`src/rtl/smbreg_pkg.sv`:
```
package smbreg_pkg;

    localparam int BYTE_W = 8;

    typedef enum logic [2:0] {
        LK_IDLE,
        LK_RX,
        LK_RX_END,
        LK_ACK,
        LK_TX,
        LK_TX_ACK,
        LK_IGNORE
    } link_state_t;

    typedef enum logic [1:0] {
        RL_ADDR,
        RL_INDEX,
        RL_COUNT,
        RL_DATA
    } rx_role_t;

    typedef struct packed {
        logic scl;
        logic sda;
        logic scl_rise;
        logic scl_fall;
        logic start;
        logic stop;
    } bus_evt_t;

    // Value each storage byte takes in reset
    function automatic logic [BYTE_W-1:0] reg_default(int idx);
        case (idx)
            0:       return 8'hFF;
            1:       return 8'hFE;
            2:       return 8'h60;
            3:       return 8'h0F;
            4:       return 8'h80;
            default: return 8'h00;
        endcase
    endfunction

    // Bits a host write may change; all other bits hold 0
    function automatic logic [BYTE_W-1:0] reg_wmask(int idx);
        case (idx)
            0:       return 8'hFF;
            1:       return 8'hFF;
            2:       return 8'hE5;
            3:       return 8'hFF;
            4:       return 8'hE0;
            default: return 8'h00;
        endcase
    endfunction

endpackage

```
`src/rtl/smbreg_line_sync.sv`:
```
module smbreg_line_sync
    import smbreg_pkg::*;
#(
    parameter int STAGES = 2
) (
    input  logic     clk,
    input  logic     rst,
    input  logic     scl_in,
    input  logic     sda_in,
    output bus_evt_t evt
);
    logic [STAGES-1:0] scl_pipe;
    logic [STAGES-1:0] sda_pipe;
    logic              scl_p;
    logic              sda_p;
    logic              scl_s;
    logic              sda_s;

    always_ff @(posedge clk) begin
        if (rst) begin
            scl_pipe <= '1;
            sda_pipe <= '1;
            scl_p    <= 1'b1;
            sda_p    <= 1'b1;
        end else begin
            scl_pipe <= {scl_pipe[STAGES-2:0], scl_in};
            sda_pipe <= {sda_pipe[STAGES-2:0], sda_in};
            scl_p    <= scl_pipe[STAGES-1];
            sda_p    <= sda_pipe[STAGES-1];
        end
    end

    assign scl_s = scl_pipe[STAGES-1];
    assign sda_s = sda_pipe[STAGES-1];

    always_comb begin
        evt.scl      = scl_s;
        evt.sda      = sda_s;
        evt.scl_rise = scl_s & ~scl_p;
        evt.scl_fall = ~scl_s & scl_p;
        evt.start    = scl_s & scl_p & sda_p & ~sda_s;
        evt.stop     = scl_s & scl_p & ~sda_p & sda_s;
    end
endmodule

```
`src/rtl/smbreg_link.sv`:
```
module smbreg_link
    import smbreg_pkg::*;
#(
    parameter logic [6:0] DEV_ADDR = 7'h69,
    parameter int         NUM_REGS = 8,
    parameter int         IDX_W    = 3
) (
    input  logic              clk,
    input  logic              rst,
    input  bus_evt_t          evt,
    input  logic [BYTE_W-1:0] rd_data,
    output logic [IDX_W-1:0]  rd_idx,
    output logic              wr_en,
    output logic [IDX_W-1:0]  wr_idx,
    output logic [BYTE_W-1:0] wr_data,
    output logic              sda_low,
    output link_state_t       state_o
);
    localparam logic [BYTE_W-1:0] CNT_BYTE = BYTE_W'(NUM_REGS);

    link_state_t       state;
    rx_role_t          role;
    logic [3:0]        bitcnt;
    logic [6:0]        rx_sr;
    logic [6:0]        tx_sr;
    logic [IDX_W-1:0]  ptr;
    logic [BYTE_W-1:0] remain;
    logic              ack_pend;
    logic              go_tx;
    logic              host_ack;
    logic [BYTE_W-1:0] rx_byte;
    logic              byte_end;

    assign rx_byte  = {rx_sr, evt.sda};
    assign byte_end = (state == LK_RX) && evt.scl_rise && (bitcnt == 4'd7)
                      && !evt.start && !evt.stop;
    assign wr_en    = byte_end && (role == RL_DATA) && (remain != '0);
    assign wr_idx   = ptr;
    assign wr_data  = rx_byte;
    assign rd_idx   = ptr;
    assign state_o  = state;

    always_ff @(posedge clk) begin
        if (rst) begin
            state    <= LK_IDLE;
            role     <= RL_ADDR;
            bitcnt   <= '0;
            rx_sr    <= '0;
            tx_sr    <= '0;
            ptr      <= '0;
            remain   <= '0;
            ack_pend <= 1'b0;
            go_tx    <= 1'b0;
            host_ack <= 1'b0;
            sda_low  <= 1'b0;
        end else if (evt.stop) begin
            state   <= LK_IDLE;
            sda_low <= 1'b0;
        end else if (evt.start) begin
            state   <= LK_RX;
            role    <= RL_ADDR;
            bitcnt  <= '0;
            go_tx   <= 1'b0;
            sda_low <= 1'b0;
        end else begin
            case (state)
                LK_RX: begin
                    if (evt.scl_rise) begin
                        rx_sr  <= rx_byte[6:0];
                        bitcnt <= bitcnt + 4'd1;
                        if (bitcnt == 4'd7) begin
                            state <= LK_RX_END;
                            go_tx <= 1'b0;
                            case (role)
                                RL_ADDR: begin
                                    if (rx_byte[7:1] == DEV_ADDR) begin
                                        ack_pend <= 1'b1;
                                        go_tx    <= rx_byte[0];
                                        role     <= RL_INDEX;
                                    end else begin
                                        ack_pend <= 1'b0;
                                    end
                                end
                                RL_INDEX: begin
                                    ptr      <= rx_byte[IDX_W-1:0];
                                    ack_pend <= 1'b1;
                                    role     <= RL_COUNT;
                                end
                                RL_COUNT: begin
                                    remain   <= rx_byte;
                                    ack_pend <= 1'b1;
                                    role     <= RL_DATA;
                                end
                                default: begin
                                    if (remain != '0) begin
                                        ack_pend <= 1'b1;
                                        remain   <= remain - 8'd1;
                                        ptr      <= ptr + IDX_W'(1);
                                    end else begin
                                        ack_pend <= 1'b0;
                                    end
                                end
                            endcase
                        end
                    end
                end
                LK_RX_END: begin
                    if (evt.scl_fall) begin
                        if (ack_pend) begin
                            sda_low <= 1'b1;
                            state   <= LK_ACK;
                        end else begin
                            state <= LK_IGNORE;
                        end
                    end
                end
                LK_ACK: begin
                    if (evt.scl_fall) begin
                        bitcnt <= '0;
                        if (go_tx) begin
                            sda_low <= ~CNT_BYTE[7];
                            tx_sr   <= CNT_BYTE[6:0];
                            state   <= LK_TX;
                        end else begin
                            sda_low <= 1'b0;
                            state   <= LK_RX;
                        end
                    end
                end
                LK_TX: begin
                    if (evt.scl_rise) begin
                        bitcnt <= bitcnt + 4'd1;
                    end else if (evt.scl_fall) begin
                        if (bitcnt == 4'd8) begin
                            sda_low  <= 1'b0;
                            host_ack <= 1'b0;
                            state    <= LK_TX_ACK;
                        end else begin
                            sda_low <= ~tx_sr[6];
                            tx_sr   <= {tx_sr[5:0], 1'b0};
                        end
                    end
                end
                LK_TX_ACK: begin
                    if (evt.scl_rise) begin
                        host_ack <= ~evt.sda;
                    end else if (evt.scl_fall) begin
                        if (host_ack) begin
                            sda_low <= ~rd_data[7];
                            tx_sr   <= rd_data[6:0];
                            ptr     <= ptr + IDX_W'(1);
                            bitcnt  <= '0;
                            state   <= LK_TX;
                        end else begin
                            state <= LK_IGNORE;
                        end
                    end
                end
                default: ;
            endcase
        end
    end
endmodule

```
`src/rtl/smbreg_bank.sv`:
```
module smbreg_bank
    import smbreg_pkg::*;
#(
    parameter int NUM_REGS = 8,
    parameter int IDX_W    = 3
) (
    input  logic                       clk,
    input  logic                       rst,
    input  logic                       wr_en,
    input  logic [IDX_W-1:0]           wr_idx,
    input  logic [BYTE_W-1:0]          wr_data,
    input  logic [IDX_W-1:0]           rd_idx,
    input  logic [3:0]                 vendor_id,
    input  logic [3:0]                 rev_id,
    output logic [BYTE_W-1:0]          rd_data,
    output logic [BYTE_W*NUM_REGS-1:0] image
);
    for (genvar i = 0; i < NUM_REGS; i++) begin : g_cell
        if (i == NUM_REGS - 1) begin : g_id
            assign image[BYTE_W*i +: BYTE_W] = {rev_id, vendor_id};
        end else begin : g_rw
            localparam logic [BYTE_W-1:0] DEF = reg_default(i);
            localparam logic [BYTE_W-1:0] MSK = reg_wmask(i);
            logic [BYTE_W-1:0] q;
            always_ff @(posedge clk) begin
                if (rst) begin
                    q <= DEF;
                end else if (wr_en && (wr_idx == IDX_W'(i))) begin
                    q <= (q & ~MSK) | (wr_data & MSK);
                end
            end
            assign image[BYTE_W*i +: BYTE_W] = q;
        end
    end

    assign rd_data = image[BYTE_W*rd_idx +: BYTE_W];
endmodule

```
`src/rtl/smbreg_ctl.sv`:
```
module smbreg_ctl
    import smbreg_pkg::*;
#(
    parameter logic [6:0] DEV_ADDR    = 7'h69,
    parameter int         SYNC_STAGES = 2,
    parameter int         NUM_REGS    = 8
) (
    input  logic                       clk,
    input  logic                       rst,
    input  logic                       scl_in,
    input  logic                       sda_in,
    input  logic [3:0]                 vendor_id,
    input  logic [3:0]                 rev_id,
    output logic                       sda_pull_low,
    output logic [BYTE_W*NUM_REGS-1:0] ctl_bytes
);
    localparam int IDX_W = $clog2(NUM_REGS);

    bus_evt_t          evt;
    link_state_t       link_state;
    logic              wr_en;
    logic [IDX_W-1:0]  wr_idx;
    logic [BYTE_W-1:0] wr_data;
    logic [IDX_W-1:0]  rd_idx;
    logic [BYTE_W-1:0] rd_data;

    smbreg_line_sync #(.STAGES(SYNC_STAGES)) u_sync (
        .clk    (clk),
        .rst    (rst),
        .scl_in (scl_in),
        .sda_in (sda_in),
        .evt    (evt)
    );

    smbreg_link #(
        .DEV_ADDR (DEV_ADDR),
        .NUM_REGS (NUM_REGS),
        .IDX_W    (IDX_W)
    ) u_link (
        .clk     (clk),
        .rst     (rst),
        .evt     (evt),
        .rd_data (rd_data),
        .rd_idx  (rd_idx),
        .wr_en   (wr_en),
        .wr_idx  (wr_idx),
        .wr_data (wr_data),
        .sda_low (sda_pull_low),
        .state_o (link_state)
    );

    smbreg_bank #(
        .NUM_REGS (NUM_REGS),
        .IDX_W    (IDX_W)
    ) u_bank (
        .clk       (clk),
        .rst       (rst),
        .wr_en     (wr_en),
        .wr_idx    (wr_idx),
        .wr_data   (wr_data),
        .rd_idx    (rd_idx),
        .vendor_id (vendor_id),
        .rev_id    (rev_id),
        .rd_data   (rd_data),
        .image     (ctl_bytes)
    );
endmodule

```
`config.mk`:
```
export PLATFORM = sky130hd
export DESIGN_NAME = smbreg_ctl
export DESIGN_NICKNAME = d
export VERILOG_FILES = /design/src/rtl/smbreg_pkg.sv /design/src/rtl/smbreg_line_sync.sv /design/src/rtl/smbreg_link.sv /design/src/rtl/smbreg_bank.sv /design/src/rtl/smbreg_ctl.sv
export SDC_FILE = /design/constraint.sdc
export NUM_CORES = 1
export LEC_CHECK = 0
export ABC_AREA = 1
export BUFFER_PORTS_ARGS = -buffer_cell sky130_fd_sc_hd__buf_2
export CORE_UTILIZATION = 30
export CTS_BUF_LIST = sky130_fd_sc_hd__clkbuf_4 sky130_fd_sc_hd__clkbuf_8 sky130_fd_sc_hd__clkbuf_16
export CTS_CLUSTER_DIAMETER = 200
export DETAILED_ROUTE_END_ITERATION = 10
export PLACE_DENSITY = 0.48
export SLEW_MARGIN = 20
export SYNTH_ARGS = -nofsm -noshare
export SYNTH_HDL_FRONTEND = slang
export SYNTH_SLANG_ARGS = --single-unit
```
`constraint.sdc`:
```
create_clock -name clk -period 1.7 [get_ports clk]
set_clock_uncertainty 0.05 [all_clocks]
set_input_delay 0.17 -clock clk [delete_from_list [all_inputs] [get_ports clk]]
set_output_delay 0.17 -clock clk [all_outputs]
set_load 0.02 [all_outputs]
```
## After elaboration in Yosys (flattened, before gate mapping)

Cells that the tools add are included.

| cells by class | value |
|---|---|
| $add $sub $neg | 3 |
| equality and inequality tests | 43 |
| shift operators | 1 |
| muxes and demuxes | 71 |
| bitwise operators | 18 |
| reductions and logical operators | 46 |

Operators by type and width:

| cell | number |
|---|---|
| $shiftx A64 B7 Y8 | 1 |
| $mux W7 | 8 |
| $mux W3 | 17 |
| $reduce_and A10 Y1 | 3 |
| $mux W4 | 6 |
| $mux W1 | 23 |
| $pmux W7 S3 | 1 |
| $reduce_and A7 Y1 | 3 |
| $ne A2 B2 Y1 const B | 9 |
| $or A5 B8 Y8 | 2 |
| $pmux W8 S2 | 1 |
| $ne A3 B1 Y1 const B | 5 |
| $ne A3 B2 Y1 const B | 5 |
| $pmux W3 S5 | 1 |
| $eq A3 B2 Y1 const B | 4 |
| $mux W2 | 6 |
| $ne A2 B1 Y1 const B | 6 |
| $pmux W3 S2 | 2 |
| $pmux W4 S3 | 1 |
| $reduce_bool A2 Y1 | 6 |
| $reduce_bool A4 Y1 | 3 |
| $logic_and A1 B1 Y1 | 11 |
| $reduce_and A11 Y1 | 1 |
| $reduce_or A2 Y1 | 5 |
| other kinds (29) | 52 |

| word-level totals | value |
|---|---|
| register bits | 84 |
| input bits | 12 |
| output and inout port bits | 65 |
| word-level logic and storage cells | 203 |

## Depth between registers and ports, before layout

| depth | value |
|---|---|
| depth in word-level cells | 9 |
| gate-level depth with buffers | 12 |
| gate-level depth less buffers | 11 |

## Modules after synthesis

Synthesis repeated with hierarchy kept, for this count alone.

| second synthesis, totals | value |
|---|---|
| cell total of the unflattened synthesis | 771 |
| area, all modules | 4,877.2 um^2 |

By module, submodules not included:

| module | instances | cells each | area an instance (um^2) | sequential area each (um^2) |
|---|---|---|---|---|
| smbreg_link | 1 | 435 | 2,697.6 | 760.7 |
| smbreg_bank | 1 | 310 | 1,966.9 | 640.6 |
| smbreg_line_sync | 1 | 26 | 212.7 | 120.1 |

## Worst setup path before layout

No wires, ideal clock.

| path | value |
|---|---|
| path type | register -> register |
| start | register u_link.remain[0] |
| end | register u_bank.g_cell[0].g_rw.q[6] |
| library setup time | 143 ps |
| data arrival time | 1,464 ps |
| data required time | 1,507 ps |
| path slack | 42 ps |
| cell stages (with the launch flop) | 12 |
| path buffers | 1 |
| clock period less this slack | 1,658 ps |
| cells stage by stage | dfxtp_1 inv_1 ha_1 nand2_1 nor2_2 nand2_1 inv_2 nor2_8 nand2_2 buf_6 nand2_1 o211ai_2 |

| between the ends | value |
|---|---|
| longest elaborated chain between the ends | 3 |

Ends and longest elaborated chain:

| element | line | text |
|---|---|---|
| start, declared | smbreg_link.sv:27 | `logic [BYTE_W-1:0] remain;` |
| start signal, assigned | smbreg_link.sv:90 | `remain <= rx_byte;` |
| start signal, assigned | smbreg_link.sv:97 | `remain <= remain - 8'd1;` |
| $reduce_bool A8 Y1 | smbreg_link.sv:37 | `assign wr_en = byte_end && (role == RL_DATA) && (remain != '0);` |
| $logic_and A1 B1 Y1 | smbreg_link.sv:37 |  |
| $logic_and A1 B1 Y1 | smbreg_bank.sv:28 | `end else if (wr_en && (wr_idx == IDX_W'(i))) begin` |
| end signal, assigned | smbreg_bank.sv:29 | `q <= (q & ~MSK) \| (wr_data & MSK);` |
| end, declared | smbreg_bank.sv:24 | `logic [BYTE_W-1:0] q;` |

Every way passes these cells.
A chain may end at the register's enable or synchronous reset.

## Worst setup path in the final report

| path | value |
|---|---|
| start | register u_link.bitcnt[0] |
| end | register u_bank.g_cell[2].g_rw.q[7] |

| between the ends | value |
|---|---|
| longest elaborated chain between the ends | 7 |

Ends and longest elaborated chain:

| element | line | text |
|---|---|---|
| start, declared | smbreg_link.sv:23 | `logic [3:0] bitcnt;` |
| start signal, assigned | smbreg_link.sv:70 | `bitcnt <= bitcnt + 4'd1;` |
| start signal, assigned | smbreg_link.sv:132 | `bitcnt <= bitcnt + 4'd1;` |
| $eq A4 B3 Y1 | smbreg_link.sv:35 | `assign byte_end = (state == LK_RX) && evt.scl_rise && (bitcnt == 4'd7)` |
| $logic_and A1 B1 Y1 | smbreg_link.sv:35 |  |
| $logic_and A1 B1 Y1 (2 in series) | smbreg_link.sv:36 | `&& !evt.start && !evt.stop;` |
| $logic_and A1 B1 Y1 (2 in series) | smbreg_link.sv:37 |  |
| $logic_and A1 B1 Y1 | smbreg_bank.sv:28 |  |
| end signal, assigned | smbreg_bank.sv:29 |  |
| end, declared | smbreg_bank.sv:24 |  |

Every way passes these cells.

==> flow_metrics.tcl <==
set metrics [dict create \
    outcome "finished clean" \
    synth_fa_ha_area_share_pct 3.540 \
    ff2ff_path_depth 9 \
    fmax_mhz 616.0 \
    fp.dieArea_sq_um 15810 \
    top_usage_layer "met2" \
    p_sw_share_pct 35.40 \
    vias 4499 \
    hold_ws_ns 0.1008 \
    p_seq_share_pct 36.1 \
    synthXorXnorAreaFrac_pct 0.1906 \
    p_int_mw 3.695 \
    drtAntennaViolNets 0 \
    syn_area_per_cell_sq_um 6.727 \
    fin_crit_sh_pct 95.49 \
    drtIter0Drc 275 \
    hold_viol_final 0 \
    powerDensity_nw_per_um2 988.9 \
    synth_area_leaders "dfxtp_1, nand2_1, nor2_1, buf_4, nand3_1" \
    diodes 0 \
    pwr-share-comb_pct 32.1 \
    cts_sinks 76 \
    place_area_sq_um 5146 \
    met3_usage_pct 5.098 \
    wirelength_microns 13740 \
    numCtsBuffers 9 \
    final_area_sq_um 5783 \
    cts_tree "built" \
    setup_viol 0 \
    syn_to_final_growth_pct 25.87 \
    place.gp.congestion 0.8520 \
    worst_setup_path_end_kind "flip-flop" \
    syn-instance-count 683 \
    grt_max_degree 29 \
    post-route-min-period_ns 1.623 \
    core_area_sq_um 14750 \
    clk_pin_slew_ns 0.06 \
    synth_seq_cells 76 \
    yosysWarnings 0 \
    synth_top_area_share_pct 33.12 \
    clkPwrFrac_pct 31.7 \
    worstPathArrival_ns 1.85 \
    antenna_found_initial 0 \
    peakVddDrop_mv 0.4560 \
    synth.cell_area_sq_um 4594 \
    hpwl_microns 9905 \
    worstPathRequired_ns 1.92 \
    yosys.area.top_type "dfxtp_1" \
    io_buffers 52 \
    leakagePower_nw 2.741 \
    synth_compound_area_share_pct 13.21 \
    finalSetupTns_ns 0 \
    drcViolationCount 0 \
    clk_latency_ns 0.34 \
    utilization_pct 39.20 \
    num_io_pins 77 \
    drive_above_1_share_pct 27.48 \
    grt_util_all_layers_pct 17.74 \
    worst-setup-path-type "flip-flop to flip-flop" \
    via_per_inst 4.691 \
    synth_top_family_by_area "simple AND/OR/NAND/NOR gates" \
    grt_pass1_wl_microns 21690 \
    cts_root_buf "clkbuf_16" \
    dr.pass1.iters 5 \
    htree_num_levels 3 \
    globalRouteOverflowTotal 0 \
    holdCritPathClass "input port to flip-flop" \
    seq_area_frac_synth_pct 33.12 \
    hold_depth 3 \
    fp.dieW_microns 125.8 \
    wl_per_cell_microns 14.33 \
    synthSimpleGateAreaFrac_pct 35.38 \
    rows 44 \
    clockBufferDepth 2 \
    cap_viol_max_count 0 \
    die_h_microns 125.8 \
    grt_pass1_vias 4165 \
    start_util_pct 31.14 \
    nets 797 \
    critPathMaxFanout 5 \
    use_met1_pct 22.65 \
    drv_slew 0 \
    worst_setup_path_start_kind "flip-flop" \
    switchingPower_mw 2.024 \
    use_met2_pct 27.94 \
    yosysUniqueCellTypes 33 \
    power_mw 5.719 \
    synthMuxAreaShare_pct 0 \
]
## final timing paths
path	from	end	slack, ns
max	u_link.bitcnt[0]	u_bank.g_cell[2].g_rw.q[7]	0.08
max reg2reg	u_link.bitcnt[0]	u_bank.g_cell[2].g_rw.q[7]	0.08
min reg2reg	u_sync.sda_pipe[0]	u_sync.sda_pipe[1]	0.36
min	rst	u_sync.scl_p	0.10
## kinds of logic (layout without fill, tap and decap cells)
group                    after synthesis  count (layout)
AO/OA/AOI/OAI                        102             102
XOR/XNOR                               1               1
adder cells (fa/ha/maj)               13              13
buffers and inverters                127             192
flip-flops                            76              76
other                                  1              24
AND/OR/NAND/NOR                      363             367
## layout by cell type (no fill, tap or decap), types with 8 or more instances in the layout
cell and count:
nand2_1 175, nand2_2 11, dfxtp_1 69, o21ai_0 38
buf_2 52, a21oi_1 40, o211ai_2 11, clkbuf_16 9
buf_4 48, nor2_4 12, nand3_1 50, ha_1 9
nand4_1 8, nor2_1 71, conb_1 24, nor2_2 11
inv_2 11, inv_1 58
## sequential cells by signal, summed over array words and instances, names as in the netlist, 2 cells and up
signal and flops:
u_bank.g_cell.g_rw.q 32, u_link.bitcnt 4, u_link.rd_idx 3, u_link.remain 8, u_link.role 2, u_link.rx_sr 7, u_link.state_o 3, u_link.tx_sr 7
u_sync.scl_pipe 2, u_sync.sda_pipe 2
## stage by stage
| step | worst slack [ns] | std cells |
|---|---|---|
| 2_1_floorplan | 0.04215 | 706 |
| 3_3_place_gp | -0.05430 | 932 |
| 3_5_place_dp | -0.1119 | 932 |
| 4_1_cts | 0.006404 | 953 |
| 5_1_grt | -0.01255 | 959 |
| 6_report | 0.07669 | 959 |
## worst max-delay path: stages (launching register included)
cell,delay (ns)
dfxtp_4,0.37
ha_4,0.15
nand3_2,0.09
nor2_4,0.13
nand3_4,0.11
buf_4,0.17
nor2_4,0.16
buf_4,0.13
nand3_1,0.07
a21oi_2,0.13
## metal layers
metal,share of wire (%),vias to the layer above
met3,5.5,28
met2,44,130
met5,0,-
met4,2.9,0
met1,47,2032
li1,-,2309
## cells in the mapped netlist (all sizes together)
cell type / instances
buf: 46
conb: 1
or2: 6
nand4: 9
a21oi: 41
clkbuf: 11
inv: 70
xnor2: 1
o21a: 1
nor3: 6
o21ai: 44
nand3: 57
o211ai: 15
ha: 13
dfxtp: 76
o22ai: 1
nor2: 93
nand2: 192
## power groups by stage
stage | clock network (mW) | logic (mW) | registers, mW
floorplan | 0 | 1.25 | 2.06
global placement | 0 | 1.59 | 2.07
detailed placement | 0 | 1.61 | 2.08
CTS | 1.87 | 1.64 | 2.04
global route | 1.96 | 2.05 | 2.08
finish | 1.81 | 1.84 | 2.07
## cell type report
type / instances / area [sq um]
inverters: 70 / 265.3
flip-flops and latches: 76 / 1533
clock inverters: 2 / 10.01
multi-input cells: 507 / 2744
clock buffers: 12 / 266.5
well taps: 184 / 230.2
repair buffers: 108 / 734.5
fillers: 1559 / 8971
## repair_timing
action / CTS / global route
gates resized for setup: 21 / 45
gates cloned: 2 / 2
setup endpoints to repair: 42 / 55
pin swaps: 5 / 13
buffers inserted: 3 / 4
hold endpoints to repair: 2 / 0
hold buffers: 2 / 0
Power figures use the tool's default switching activity.
